===== src/rtl/cla_pkg.sv =====
package cla_pkg;

  localparam int unsigned GROUP_BITS = 4;

  typedef logic [GROUP_BITS-1:0] grp_vec_t;
  typedef logic [GROUP_BITS:0]   grp_carry_t;

  // Per-bit generate: both inputs high.
  function automatic grp_vec_t bit_generate(input grp_vec_t x, input grp_vec_t y);
    return x & y;
  endfunction

  // Per-bit propagate: either input high.
  function automatic grp_vec_t bit_propagate(input grp_vec_t x, input grp_vec_t y);
    return x | y;
  endfunction

  // Every carry of the group as a flat sum of products of g, p and c0.
  function automatic grp_carry_t lookahead_carries(input grp_vec_t g,
                                                   input grp_vec_t p,
                                                   input logic     c0);
    grp_carry_t c;
    logic       term;
    c    = '0;
    c[0] = c0;
    for (int k = 1; k <= GROUP_BITS; k++) begin
      for (int j = 0; j < k; j++) begin
        term = g[j];
        for (int m = j + 1; m < k; m++) term = term & p[m];
        c[k] = c[k] | term;
      end
      term = c0;
      for (int m = 0; m < k; m++) term = term & p[m];
      c[k] = c[k] | term;
    end
    return c;
  endfunction

  // Group generate: a carry leaves the group independent of its carry-in.
  function automatic logic group_generate(input grp_vec_t g, input grp_vec_t p);
    logic acc;
    logic term;
    acc = 1'b0;
    for (int j = 0; j < GROUP_BITS; j++) begin
      term = g[j];
      for (int m = j + 1; m < GROUP_BITS; m++) term = term & p[m];
      acc = acc | term;
    end
    return acc;
  endfunction

  // Group propagate: every bit passes an incoming carry.
  function automatic logic group_propagate(input grp_vec_t p);
    return &p;
  endfunction

  // Sum bits from the half-sum and the carries into each bit.
  function automatic grp_vec_t group_sum(input grp_vec_t x, input grp_vec_t y,
                                         input grp_carry_t c);
    return x ^ y ^ c[GROUP_BITS-1:0];
  endfunction

endpackage


===== src/rtl/cla_operand_prep.sv =====
module cla_operand_prep #(
  parameter int unsigned WIDTH = 16
) (
  input  logic [WIDTH-1:0] b_raw,
  input  logic             carry_raw,
  input  logic             subtract,
  output logic [WIDTH-1:0] b_eff,
  output logic             carry_zero
);

  // Two's complement subtraction: invert B and inject a one at bit 0.
  always_comb begin
    b_eff      = subtract ? ~b_raw : b_raw;
    carry_zero = subtract ? 1'b1   : carry_raw;
  end

endmodule


===== src/rtl/cla_group4.sv =====
module cla_group4
  import cla_pkg::*;
(
  input  grp_vec_t x,
  input  grp_vec_t y,
  input  logic     c_in,
  output grp_vec_t sum,
  output logic     c_out,
  output logic     c_top_in,
  output logic     g_grp,
  output logic     p_grp
);

  grp_vec_t   gen_bits;
  grp_vec_t   prop_bits;
  grp_carry_t carries;

  always_comb begin
    gen_bits  = bit_generate(x, y);
    prop_bits = bit_propagate(x, y);
    carries   = lookahead_carries(gen_bits, prop_bits, c_in);
    sum       = group_sum(x, y, carries);
    c_out     = carries[GROUP_BITS];
    c_top_in  = carries[GROUP_BITS-1];
    g_grp     = group_generate(gen_bits, prop_bits);
    p_grp     = group_propagate(prop_bits);
  end

endmodule


===== src/rtl/cla_chain.sv =====
module cla_chain
  import cla_pkg::*;
#(
  parameter int unsigned WIDTH = 16
) (
  input  logic [WIDTH-1:0]            x,
  input  logic [WIDTH-1:0]            y,
  input  logic                        c0,
  output logic [WIDTH-1:0]            sum,
  output logic                        c_final,
  output logic                        c_into_msb,
  output logic [WIDTH/GROUP_BITS-1:0] g_vec,
  output logic [WIDTH/GROUP_BITS-1:0] p_vec,
  output logic [WIDTH/GROUP_BITS:0]   grp_carry
);

  localparam int unsigned GROUPS = WIDTH / GROUP_BITS;

  logic [GROUPS-1:0] top_in;

  assign grp_carry[0] = c0;

  for (genvar gi = 0; gi < GROUPS; gi++) begin : g_grp
    cla_group4 u_grp (
      .x        (x[gi*GROUP_BITS +: GROUP_BITS]),
      .y        (y[gi*GROUP_BITS +: GROUP_BITS]),
      .c_in     (grp_carry[gi]),
      .sum      (sum[gi*GROUP_BITS +: GROUP_BITS]),
      .c_out    (grp_carry[gi+1]),
      .c_top_in (top_in[gi]),
      .g_grp    (g_vec[gi]),
      .p_grp    (p_vec[gi])
    );
  end

  assign c_final    = grp_carry[GROUPS];
  assign c_into_msb = top_in[GROUPS-1];

endmodule


===== src/rtl/cla_addsub.sv =====
module cla_addsub #(
  parameter int unsigned WIDTH = 16
) (
  input  logic [WIDTH-1:0]   op_a,
  input  logic [WIDTH-1:0]   op_b,
  input  logic               carry_in,
  input  logic               subtract,
  output logic [WIDTH-1:0]   result,
  output logic               carry_out,
  output logic               overflow,
  output logic [WIDTH/4-1:0] grp_generate,
  output logic [WIDTH/4-1:0] grp_propagate
);

  localparam int unsigned GROUPS = WIDTH / cla_pkg::GROUP_BITS;

  // Named internal events for the checker.
  logic [WIDTH-1:0] operand_eff;
  logic             carry_zero;
  logic             carry_into_msb;
  logic [GROUPS:0]  group_carry;

  cla_operand_prep #(.WIDTH(WIDTH)) u_prep (
    .b_raw      (op_b),
    .carry_raw  (carry_in),
    .subtract   (subtract),
    .b_eff      (operand_eff),
    .carry_zero (carry_zero)
  );

  cla_chain #(.WIDTH(WIDTH)) u_chain (
    .x          (op_a),
    .y          (operand_eff),
    .c0         (carry_zero),
    .sum        (result),
    .c_final    (carry_out),
    .c_into_msb (carry_into_msb),
    .g_vec      (grp_generate),
    .p_vec      (grp_propagate),
    .grp_carry  (group_carry)
  );

  assign overflow = carry_into_msb ^ carry_out;

endmodule


===== config.mk =====
export PLATFORM = sky130hd
export DESIGN_NAME = cla_addsub
export DESIGN_NICKNAME = d
export VERILOG_FILES = /design/src/rtl/cla_pkg.sv /design/src/rtl/cla_operand_prep.sv /design/src/rtl/cla_group4.sv /design/src/rtl/cla_chain.sv /design/src/rtl/cla_addsub.sv
export SDC_FILE = /design/constraint.sdc
export NUM_CORES = 1
export LEC_CHECK = 0
export ABC_CLOCK_PERIOD_IN_PS = 6100
export CORE_AREA = 2 2 60 62
export DETAILED_ROUTE_END_ITERATION = 6
export DIE_AREA = 0 0 62 64
export PLACE_DENSITY = 0.87
export RECOVER_POWER = 100
export SLEW_MARGIN = 20
export SYNTH_ARGS = -nofsm -noshare
export SYNTH_HDL_FRONTEND = slang
export SYNTH_SLANG_ARGS = --single-unit

===== constraint.sdc =====
create_clock -name vclk -period 6.1
set_clock_uncertainty 0.15 [all_clocks]
set_input_delay 1.22 -clock vclk [all_inputs]
set_output_delay 1.22 -clock vclk [all_outputs]
set_load 0.02 [all_outputs]

==> results.ini <==
[routing]
drtIter0Drc = 59
routed-via-count = 1386
postRouteAntennaNets = 0
drt-total-wl_um = 3290
first_pass_iters = 4
viasPerCell = 4.65
drc = 0
wl_per_cell_um = 11.0

[placement]
gp_congestion = 0.940
numPortBuffers = 60
place_inst = 298
hpwl_um = 2950

[power_and_ir_drop]
ir_drop_uv = 102
p_leak_uw = 0.00107
cellPowerDensity_nw_per_um2 = 150
finalPower_uw = 308

[critical_path]
crit_path_start_kind = input pin
worst_setup_path_end_kind = primary output
cp_max_fo = 5
worst_ep_arrival_time_ns = 4.39
path_common_cell = inv_1
crit_path_cell_trace = clkdlybuf4s50_1, xor2_1, inv_1, ha_1, nor4_4, a221oi_2, a211o_1, nand3_1, inv_1, fa_1, inv_1, dlygate4sd3_1
critPathSlowestCell = dlygate4sd3_1
cp.required_ns = 4.73
max_stage_delay_ns = 0.67
criticalPathCategory = input pin to primary output

[layout]
antennaDiodeCount = 0
nClkBuffers = 0
fin_nets = 324
seq_cells = 0
register_area_um2 = 0
area_growth_pct = 42.5
drive_gt1_share_pct = 3.97
layout.cells.non_filler = 298

[floorplan]
dieArea_um2 = 3970
chipHeight_um = 64
io_pins = 60
core_area_um2 = 3280
fp-row-count = 21
start_util_pct = 44.0
die_w_um = 62

[grt]
grt_antenna_before_repair = 0
grt.busiest_layer = met2
grtUsageMet1_pct = 21.3
grt_util_met3_pct = 1.42
grt_max_degree = 10
grt_pass1_vias = 1437
use_met2_pct = 32.2
grt_pass1_wl_um = 5640
grt_usage_pct = 17.4
grt_overflow = 0

[timing]
slew_headroom_pct = 72.4
drv_slew = 0
worst_pin_slew_ns = 0.411
setup_viol = 0
hold_violations = 0
clock.fmax_mhz = 174
rsz0062_at_grt = false
fin_tns_setup_ns = 0
fin_crit_ns = 5.76
fin_crit_sh_pct = 94.3

[logic_synthesis]
synth_top_area_share_pct = 27.7
synth_top_area_cell = ha_1
synth_warnings = 0
synth_nets = 267
syn_area_um2 = 1440
synthTopCellsByArea = ha_1 28%, inv_1 14%, xor2_1 9.7%
synthCells = 197
synth_cell_type_count = 39
yosysSeqAreaShare_pct = 0
postSynthAreaPerCell_um2 = 7.33

[hold_path]
hold_class = input pin to primary output

[outcome]
outcome = complete, no violations

[flow_run]
drv_cap = 0

==> what timing repair did <==
| item | CTS | global route |
|---|---|---|
| setup endpoints to repair | 0 | 4 |
| hold buffers | 0 | 0 |
| resized for setup | 0 | 1 |
| setup buffers | 0 | 0 |
==> synth_stat cells, types with 2 or more instances <==
| master | n |
|---|---|
| fa_1 | 4 |
| o211a_1 | 2 |
| nand3b_1 | 2 |
| nor2b_1 | 5 |
| nor3_1 | 5 |
| mux2i_1 | 2 |
| xnor2_1 | 8 |
| o21ai_0 | 2 |
| buf_4 | 8 |
| o21bai_1 | 3 |
| xor2_1 | 16 |
| nand2_1 | 8 |
| nor2_1 | 10 |
| a21oi_1 | 9 |
| ha_1 | 32 |
| inv_1 | 53 |
| nand3_1 | 3 |
| a21o_1 | 2 |
| a31oi_1 | 3 |
==> metal layers <==
layer / wire, um / vias up
li1: - / 728
met1: 1420 / 616
met2: 1680 / 38
met3: 156 / 4
met4: 36 / 0
met5: 0 / -
==> layout make-up <==
type | count | area, um^2
multi-input combinational | 134 | 1170
tap | 46 | 57.6
fill | 288 | 1230
timing repair buffer | 65 | 632
inverter | 53 | 199
==> worst max-delay path: cells and delay by family <==
family	cells	cell delay (ns)
and+or+nand+nor	2	0.46
xor gates and xnor gates	1	0.19
AOI/OAI and AO/OA	2	0.48
buffers and inverters	5	1.38
adders and majority gates	2	0.65
==> placed cells by master (no fill, tap or decap), drive strengths merged, types with 3 or more instances in the layout <==
cell and count:
nor3 5, a31oi 3, o21ai 3, nor2b 5
clkdlybuf4s50 36, fa 4, o21bai 3, a21oi 9
nand2 8, nand3 3, xor2 16, dlygate4sd3 23
xnor2 8, ha 32, buf 5, nor2 10
inv 53
==> cells by family (layout without fill, tap and decap cells) <==
kind of cell    Yosys count  after routing  synth area share [%]
buf+inv                  63            118                  19.0
mux                       3              3                  2.17
xor+xnor                 24             24                  14.6
simple gates             39             39                  14.8
compound gates           32             32                  16.2
fa+ha+maj                36             36                  33.3
==> per-stage QoR <==
| stage | area [um^2] | hold slack [ns] | util, % | worst slack [ns] |
|---|---|---|---|---|
| 2_1_floorplan | 1440 | 2.60 | - | 0.716 |
| 3_5_place_dp | 2060 | 3.51 | 62.9 | 0.143 |
| 4_1_cts | 2060 | 3.52 | 62.9 | 0.140 |
| 6_report | 2060 | 3.51 | 62.7 | 0.345 |
| 5_1_grt | 2060 | 3.60 | 62.7 | 0.0911 |
| 3_3_place_gp | 2060 | 3.51 | 62.9 | 0.203 |
==> final timing paths <==
| kind | startpoint | end | depth (start not counted) | slack (ns) |
|---|---|---|---|---|
| setup / recovery | op_b[0] | result[12] | 12 | 0.34 |
| hold / removal | op_a[13] | result[13] | 5 | 3.51 |
==> power breakdown <==
group / internal (uW) / switching (uW)
Clock: 0 / 0
Combinational: 145 / 163
Sequential: 0 / 0
Total: 145 / 163
No activity file was read; power rests on OpenSTA's default activity.
